### config.mk
export PLATFORM = sky130hd
export DESIGN_NAME = ecp_top
export DESIGN_NICKNAME = d
export VERILOG_FILES = /design/src/rtl/ecp_pkg.sv /design/src/rtl/ecp_argmin.sv /design/src/rtl/ecp_state_bank.sv /design/src/rtl/ecp_seq.sv /design/src/rtl/ecp_top.sv
export SDC_FILE = /design/constraint.sdc
export NUM_CORES = 1
export LEC_CHECK = 0
export CAP_MARGIN = 5
export CORE_MARGIN = 4
export CORE_UTILIZATION = 40
export CTS_CLUSTER_SIZE = 8
export DETAILED_ROUTE_END_ITERATION = 8
export GPL_ROUTABILITY_DRIVEN = 0
export SETUP_SLACK_MARGIN = 0.3
export SLEW_MARGIN = 30
export SYNTH_ARGS = -nofsm -noshare
export SYNTH_HDL_FRONTEND = slang
export SYNTH_SLANG_ARGS = --single-unit
### constraint.sdc
create_clock -name clk_i -period 39.7 [get_ports clk_i]
set_input_delay 7.94 -clock clk_i [delete_from_list [all_inputs] [get_ports clk_i]]
set_output_delay 7.94 -clock clk_i [all_outputs]
set_load 0.005 [all_outputs]
### src/rtl/ecp_pkg.sv
package ecp_pkg;
  // control word bit positions for the deferred exception
  localparam int unsigned CSR_SET_BIT = 28;
  localparam int unsigned CSR_CLR_BIT = 27;

  typedef enum logic {
    SEQ_RUN   = 1'b0,
    SEQ_ENTER = 1'b1
  } seq_st_e;
endpackage

### src/rtl/ecp_argmin.sv
// Picks the lowest priority value among flagged entries; ties go to the lower index.
module ecp_argmin #(
  parameter int unsigned N  = 4,
  parameter int unsigned PW = 8,
  parameter int unsigned IW = 2
) (
  input  logic [N-1:0]    valid_i,
  input  logic [N*PW-1:0] prio_i,
  output logic            found_o,
  output logic [IW-1:0]   idx_o,
  output logic [PW-1:0]   prio_o
);
  logic [N:0]    f_q;
  logic [PW-1:0] p_q [N+1];
  logic [IW-1:0] x_q [N+1];

  assign f_q[0] = 1'b0;
  assign p_q[0] = '1;
  assign x_q[0] = '0;

  for (genvar g = 0; g < N; g++) begin : g_stage
    logic take;
    assign take       = valid_i[g] && (!f_q[g] || (prio_i[g*PW +: PW] < p_q[g]));
    assign f_q[g+1]   = f_q[g] | valid_i[g];
    assign p_q[g+1]   = take ? prio_i[g*PW +: PW] : p_q[g];
    assign x_q[g+1]   = take ? IW'(g) : x_q[g];
  end

  assign found_o = f_q[N];
  assign idx_o   = x_q[N];
  assign prio_o  = p_q[N];
endmodule

### src/rtl/ecp_state_bank.sv
// Pending and active bits of every exception.
module ecp_state_bank #(
  parameter int unsigned NEXC = 5,
  parameter int unsigned IW   = 3
) (
  input  logic            clk_i,
  input  logic            rst_ni,
  input  logic [NEXC-2:0] irq_req_i,
  input  logic            swx_set_i,
  input  logic            swx_clr_i,
  input  logic            act_fire_i,
  input  logic [IW-1:0]   act_idx_i,
  input  logic            ret_fire_i,
  input  logic [IW-1:0]   ret_idx_i,
  output logic [NEXC-1:0] pend_o,
  output logic [NEXC-1:0] act_o
);
  for (genvar k = 0; k < NEXC; k++) begin : g_exc
    logic set_req, clr_req, activ, retire;
    if (k == 0) begin : g_swx
      assign set_req = swx_set_i;
      assign clr_req = swx_clr_i;
    end else begin : g_hw
      assign set_req = irq_req_i[k-1];
      assign clr_req = 1'b0;
    end
    assign activ  = act_fire_i && (act_idx_i == IW'(k));
    assign retire = ret_fire_i && (ret_idx_i == IW'(k));

    always_ff @(posedge clk_i) begin
      if (!rst_ni) begin
        pend_o[k] <= 1'b0;
        act_o[k]  <= 1'b0;
      end else begin
        if (set_req)                pend_o[k] <= 1'b1;
        else if (clr_req || activ)  pend_o[k] <= 1'b0;
        if (activ)                  act_o[k]  <= 1'b1;
        else if (retire)            act_o[k]  <= 1'b0;
      end
    end
  end
endmodule

### src/rtl/ecp_seq.sv
// Entry sequencer: preemption, late arrival, tail-chain and resume decisions.
module ecp_seq #(
  parameter int unsigned PW = 8,
  parameter int unsigned IW = 3
) (
  input  logic          clk_i,
  input  logic          rst_ni,
  input  logic          stk_i,
  input  logic          issue_i,
  input  logic          ret_i,
  input  logic          cur_found_i,
  input  logic          pend_found_i,
  input  logic [IW-1:0] pend_idx_i,
  input  logic [PW-1:0] pend_prio_i,
  input  logic [PW:0]   exec_prio_i,
  input  logic [PW:0]   post_prio_i,
  output logic          entering_o,
  output logic [IW-1:0] tgt_o,
  output logic          pre_pulse_o,
  output logic          tail_pulse_o,
  output logic          act_fire_o,
  output logic          ret_fire_o
);
  import ecp_pkg::*;

  seq_st_e       st_q;
  logic [PW-1:0] tgt_prio_q;
  logic          take_run, take_ret, late;

  assign take_run   = pend_found_i && ({1'b0, pend_prio_i} < exec_prio_i);
  assign take_ret   = pend_found_i && ({1'b0, pend_prio_i} < post_prio_i);
  assign late       = stk_i && pend_found_i && (pend_prio_i < tgt_prio_q);
  assign entering_o = (st_q == SEQ_ENTER);
  assign act_fire_o = (st_q == SEQ_ENTER) && issue_i;
  assign ret_fire_o = (st_q == SEQ_RUN) && ret_i && cur_found_i;

  always_ff @(posedge clk_i) begin
    if (!rst_ni) begin
      st_q         <= SEQ_RUN;
      tgt_o        <= '0;
      tgt_prio_q   <= '1;
      pre_pulse_o  <= 1'b0;
      tail_pulse_o <= 1'b0;
    end else begin
      pre_pulse_o  <= 1'b0;
      tail_pulse_o <= 1'b0;
      case (st_q)
        SEQ_RUN: begin
          if (ret_fire_o) begin
            if (take_ret) begin
              st_q         <= SEQ_ENTER;
              tgt_o        <= pend_idx_i;
              tgt_prio_q   <= pend_prio_i;
              tail_pulse_o <= 1'b1;
            end
          end else if (take_run) begin
            st_q        <= SEQ_ENTER;
            tgt_o       <= pend_idx_i;
            tgt_prio_q  <= pend_prio_i;
            pre_pulse_o <= 1'b1;
          end
        end
        SEQ_ENTER: begin
          if (issue_i) begin
            st_q <= SEQ_RUN;
          end else if (late) begin
            tgt_o      <= pend_idx_i;
            tgt_prio_q <= pend_prio_i;
          end
        end
        default: st_q <= SEQ_RUN;
      endcase
    end
  end
endmodule

### src/rtl/ecp_top.sv
module ecp_top #(
  parameter int unsigned NUM_IRQ = 8,
  parameter int unsigned PRIO_W  = 8,
  localparam int unsigned NEXC   = NUM_IRQ + 1,
  localparam int unsigned IW     = $clog2(NEXC)
) (
  input  logic                      clk_i,
  input  logic                      rst_ni,
  input  logic [NUM_IRQ-1:0]        irq_req_i,
  input  logic [NUM_IRQ*PRIO_W-1:0] irq_prio_i,
  input  logic                      csr_wr_i,
  input  logic [31:0]               csr_wdata_i,
  input  logic                      stk_i,
  input  logic                      first_issue_i,
  input  logic                      exc_ret_i,
  output logic [IW-1:0]             sel_exc_o,
  output logic                      entry_o,
  output logic                      preempt_o,
  output logic                      tail_o,
  output logic [NEXC-1:0]           pend_o,
  output logic [NEXC-1:0]           act_o,
  output logic [PRIO_W:0]           exec_prio_o
);
  import ecp_pkg::*;

  localparam logic [PRIO_W-1:0] DEF_PRIO = '1;
  localparam logic [PRIO_W:0]   THREAD   = {1'b1, {PRIO_W{1'b0}}};

  logic [NEXC*PRIO_W-1:0] prio_all;
  logic                   swx_set, swx_clr, unused_wdata;
  logic                   pend_found, cur_found, post_found;
  logic [IW-1:0]          pend_idx, cur_idx, unused_post_idx, act_idx;
  logic [PRIO_W-1:0]      pend_prio, cur_prio, post_prio;
  logic [PRIO_W:0]        post_exec;
  logic [NEXC-1:0]        act_rest;
  logic                   act_fire, ret_fire;

  assign prio_all     = {irq_prio_i, DEF_PRIO};
  assign swx_set      = csr_wr_i && csr_wdata_i[CSR_SET_BIT];
  assign swx_clr      = csr_wr_i && csr_wdata_i[CSR_CLR_BIT];
  assign unused_wdata = ^(csr_wdata_i & ~((32'd1 << CSR_SET_BIT) | (32'd1 << CSR_CLR_BIT)));

  ecp_argmin #(.N(NEXC), .PW(PRIO_W), .IW(IW)) u_pend_sel (
    .valid_i(pend_o), .prio_i(prio_all),
    .found_o(pend_found), .idx_o(pend_idx), .prio_o(pend_prio)
  );

  ecp_argmin #(.N(NEXC), .PW(PRIO_W), .IW(IW)) u_cur_sel (
    .valid_i(act_o), .prio_i(prio_all),
    .found_o(cur_found), .idx_o(cur_idx), .prio_o(cur_prio)
  );

  // active set without the current handler: the context a return goes back to
  for (genvar k = 0; k < NEXC; k++) begin : g_rest
    assign act_rest[k] = act_o[k] && (cur_idx != IW'(k));
  end

  ecp_argmin #(.N(NEXC), .PW(PRIO_W), .IW(IW)) u_post_sel (
    .valid_i(act_rest), .prio_i(prio_all),
    .found_o(post_found), .idx_o(unused_post_idx), .prio_o(post_prio)
  );

  assign exec_prio_o = cur_found  ? {1'b0, cur_prio}  : THREAD;
  assign post_exec   = post_found ? {1'b0, post_prio} : THREAD;

  ecp_seq #(.PW(PRIO_W), .IW(IW)) u_seq (
    .clk_i(clk_i), .rst_ni(rst_ni),
    .stk_i(stk_i), .issue_i(first_issue_i), .ret_i(exc_ret_i),
    .cur_found_i(cur_found),
    .pend_found_i(pend_found), .pend_idx_i(pend_idx), .pend_prio_i(pend_prio),
    .exec_prio_i(exec_prio_o), .post_prio_i(post_exec),
    .entering_o(entry_o), .tgt_o(act_idx),
    .pre_pulse_o(preempt_o), .tail_pulse_o(tail_o),
    .act_fire_o(act_fire), .ret_fire_o(ret_fire)
  );

  assign sel_exc_o = act_idx;

  ecp_state_bank #(.NEXC(NEXC), .IW(IW)) u_bank (
    .clk_i(clk_i), .rst_ni(rst_ni),
    .irq_req_i(irq_req_i),
    .swx_set_i(swx_set), .swx_clr_i(swx_clr),
    .act_fire_i(act_fire), .act_idx_i(act_idx),
    .ret_fire_i(ret_fire), .ret_idx_i(cur_idx),
    .pend_o(pend_o), .act_o(act_o)
  );
endmodule

==> results of run 1 <==
-- power groups by stage --
stage,Clock [mW],Sequential (mW),Combinational [mW]
global placement,0,0.0548,0.966
CTS,0.0402,0.0543,0.990
detailed placement,0,0.0549,0.982
finish,0.0399,0.0549,1.00
floorplan,0,0.0486,0.621
global route,0.0421,0.0558,1.13
-- what timing repair did --
action                     4_1_cts  5_1_grt
buffers inserted                 0        4
setup endpoints to repair        0       14
resized for setup                0       19
-- cell type report --
cell class	count	area, µm²	area share
clock inverter	1	5.00	0.000433
sequential	33	661	0.0571
tap	313	392	0.0339
timing repair buffer	201	1820	0.157
inverter	126	473	0.0409
clock buffer	7	153	0.0132
multi-input combinational	1128	8060	0.697
-- metrics by stage --
step	cell area (µm²)	power (mW)	worst slack (ns)	std cells	util
finish	11600	1.10	2.41	1809	0.508
detailed placement	11300	1.04	1.09	1796	0.495
global route	11600	1.22	0.369	1809	0.508
floorplan	9310	0.669	4.32	1334	-
CTS	11400	1.08	1.24	1804	0.502
global placement	11300	1.02	1.31	1796	0.495
-- sequential cells by signal (all words and copies together) (netlist names) --
name,count
u_seq.tgt_prio_q,8
u_seq.tgt_o,4
u_seq.entering_o,1
u_seq.pre_pulse_o,1
u_bank.act_o,9
u_seq.tail_pulse_o,1
u_bank.pend_o,9
-- metal layers --
| metal | share of wire | routed length [µm] | up-vias |
|---|---|---|---|
| li1 | - | - | 5249 |
| met1 | 0.47 | 16000 | 4814 |
| met2 | 0.45 | 15100 | 300 |
| met3 | 0.051 | 1720 | 54 |
| met4 | 0.029 | 994 | 0 |
| met5 | 0 | 0 | - |
-- worst paths after layout --
kind                    from                   to  slack [ns]  depth (start not counted)
max            irq_prio_i[7]  u_seq.tgt_prio_q[7]        2.41                        149
min           u_seq.tgt_o[2]       u_seq.tgt_o[2]        0.52                          2
max reg2reg  u_bank.act_o[1]  u_seq.tgt_prio_q[7]        9.65                        148
min reg2reg   u_seq.tgt_o[2]       u_seq.tgt_o[2]        0.52                          2
-- kinds of logic after synthesis --
group | count (synthesis) | share of synthesized area
flops | 33 | 0.0710
compound gates | 452 | 0.330
xor+xnor | 5 | 0.00471
simple gates | 450 | 0.238
mux | 68 | 0.0797
buf+inv | 174 | 0.0729
fa+ha+maj | 152 | 0.203
-- worst max-delay path, delay by kind of cell --
family / cells / cell delay [ns]
mux: 9 / 2.52
simple gates: 47 / 7.78
buf+inv: 21 / 3.25
compound gates: 57 / 11.76
fa+ha+maj: 15 / 4.16
-- layout by cell type, fill, tap and decap left out, types with 6 or more instances in the layout --
| master | count |
|---|---|
| nor4_1 | 8 |
| a211o_1 | 8 |
| o22ai_1 | 6 |
| dfxtp_1 | 33 |
| o31ai_1 | 11 |
| and4_1 | 9 |
| or2_2 | 9 |
| clkdlybuf4s50_1 | 112 |
| or3_1 | 11 |
| a211oi_1 | 13 |
| nand2_1 | 133 |
| and2_1 | 11 |
| inv_1 | 125 |
| a21o_1 | 40 |
| o21ai_0 | 101 |
| mux2_1 | 7 |
| a31oi_1 | 9 |
| nand3_1 | 27 |
| mux2i_1 | 23 |
| mux2_2 | 35 |
| nor2_1 | 106 |
| o221ai_1 | 6 |
| a2111oi_0 | 6 |
| ha_1 | 148 |
| o31a_1 | 14 |
| nand3b_1 | 7 |
| o2111ai_1 | 6 |
| a21oi_1 | 105 |
| nand4_1 | 12 |
| o211ai_1 | 7 |
| and3_1 | 13 |
| o21ai_1 | 18 |
| nor2b_1 | 32 |
| nor3_1 | 26 |
| nand2b_1 | 19 |
| o21a_1 | 21 |
| buf_4 | 86 |
==> flow_metrics.py, run 1 <==
metrics = {
    "worst_setup_path": {
        "start_kind": "input port",
        "max_stage_delay_ns": 0.54,
        "end_kind": "flop",
        "crit_top_cell": "ha_1",
        "cp_data_required_time_ns": 39.84,
        "path_class": "in2reg",
        "cp.arrival_ns": 37.43,
        "crit_path_top_delay_cell": "o31ai_2",
        "crit_path_max_fanout": 13,
    },
    "logic_synthesis": {
        "synthFlopType": "dfxtp_1",
        "ys_async_sr_fraction": 0,
        "yosysSeqAreaShare": 0.0710,
        "synth-seq-cells": 33,
        "syn_nets": 1592,
        "synth_cells": 1334,
        "synth_edf_count": 0,
        "yosysWarnings": 0,
        "synth_area_per_cell_um2": 6.98,
        "netlist_area_mm2": 0.00931,
        "synth_cell_types": 95,
        "synth_most_common_cell": "ha_1",
        "netlist.top_cell.by_area": "ha_1",
        "yosysTopAreaCellShare": 0.199,
        "synth.area.top_cells": "ha_1, dfxtp_1, a21oi_1",
        "synthTopCellsByCount": "ha_1, nand2_1, inv_1",
    },
    "global_routing": {
        "use_met1": 0.352,
        "use_met3": 0.0203,
        "grt-busiest-layer": "met2",
        "grt_pass1_vias": 9947,
        "gr-total-overflow": 0,
        "grtUsageMet2": 0.414,
        "grt_max_degree": 23,
        "grt_pass1_wl_um": 53700,
        "grt_usage": 0.251,
        "antenna_found_initial": 0,
    },
    "routing": {
        "post-route-drc-count": 0,
        "num_vias": 10400,
        "drtAntennaViolNets": 0,
        "first_pass_iters": 5,
        "wl_um": 33800,
        "drtIter0Drc": 700,
        "avgRoutedWirePerCell_um": 18.7,
        "avgViaCountPerCell": 5.76,
    },
    "cts": {
        "clock_latency_ns": 0.27,
        "cts_made_buffers": 5,
        "clk_path_buf_depth": 2,
        "cts_sinks": 33,
        "h-tree-depth": 2,
        "holdBufCountCts": 0,
        "root_buffer": "clkbuf_16",
        "clk_pin_slew_ns": 0.05,
        "cts_tree": "yes",
    },
    "final_layout": {
        "antennaDiodeCount": 0,
        "syn2layout_area_growth_pct": 24.3,
        "drive_gt1_frac": 0.126,
        "nFillCells": 2299,
        "fin_nets": 1753,
    },
    "pwr": {
        "clkPwrFrac": 0.036,
        "intPower_mw": 0.532,
        "powerDensity_mw_per_mm2": 95.1,
        "pwr-share-comb": 0.914,
        "swShare": 0.516,
        "ir_drop_mv": 0.0602,
        "p_switching_mw": 0.568,
        "power_frac_seq": 0.050,
        "power.leakage_nw": 5.69,
    },
    "timing": {
        "slew_headroom": 0.449,
        "fin_crit_ns": 37.29,
        "tns_ns": 0,
        "clock_skew_ns": 0.00269,
        "hold_viol": 0,
        "tightest_slew_ns": 0.805,
        "period_share": 0.939,
        "clock.fmax_mhz": 26.8,
        "setup_violations": 0,
        "rsz0062_at_grt": "false",
        "maxSlewViolCount": 0,
        "whs_ns": 0.524,
    },
    "placement": {
        "dp_hpwl_um": 28200,
        "portBuffers": 113,
    },
    "floorplan": {
        "core_area_mm2": 0.0228,
        "die_h_um": 161,
        "start_util": 0.409,
        "die_x_um": 161,
        "die_area_mm2": 0.0258,
        "ioPinCount": 144,
        "rows": 55,
    },
    "status": {
        "outcome": "complete, no violations",
    },
    "hold_path": {
        "min_path_type": "reg2reg",
    },
    "run": {
        "cap_violations": 0,
    },
}
No activity file was read; power rests on OpenSTA's default activity.
==> run 2: changes to the inputs <==
--- a/config.mk
+++ b/config.mk
@@ -13,2 +13,3 @@
 export GPL_ROUTABILITY_DRIVEN = 0
+export GPL_TIMING_DRIVEN = 1
 export SETUP_SLACK_MARGIN = 0.3
--- a/constraint.sdc
+++ b/constraint.sdc
@@ -3,2 +3,2 @@
 set_output_delay 7.94 -clock clk_i [all_outputs]
-set_load 0.005 [all_outputs]
+set_load 0.1 [all_outputs]
==> results of run 2 <==
Same layout as run 1 (identical final DEF). Status: complete, no violations.
Power of run 2 is left out: the tool's default activity adds up to more than one toggle a clock period on the data nets, which glitch-free logic cannot reach.
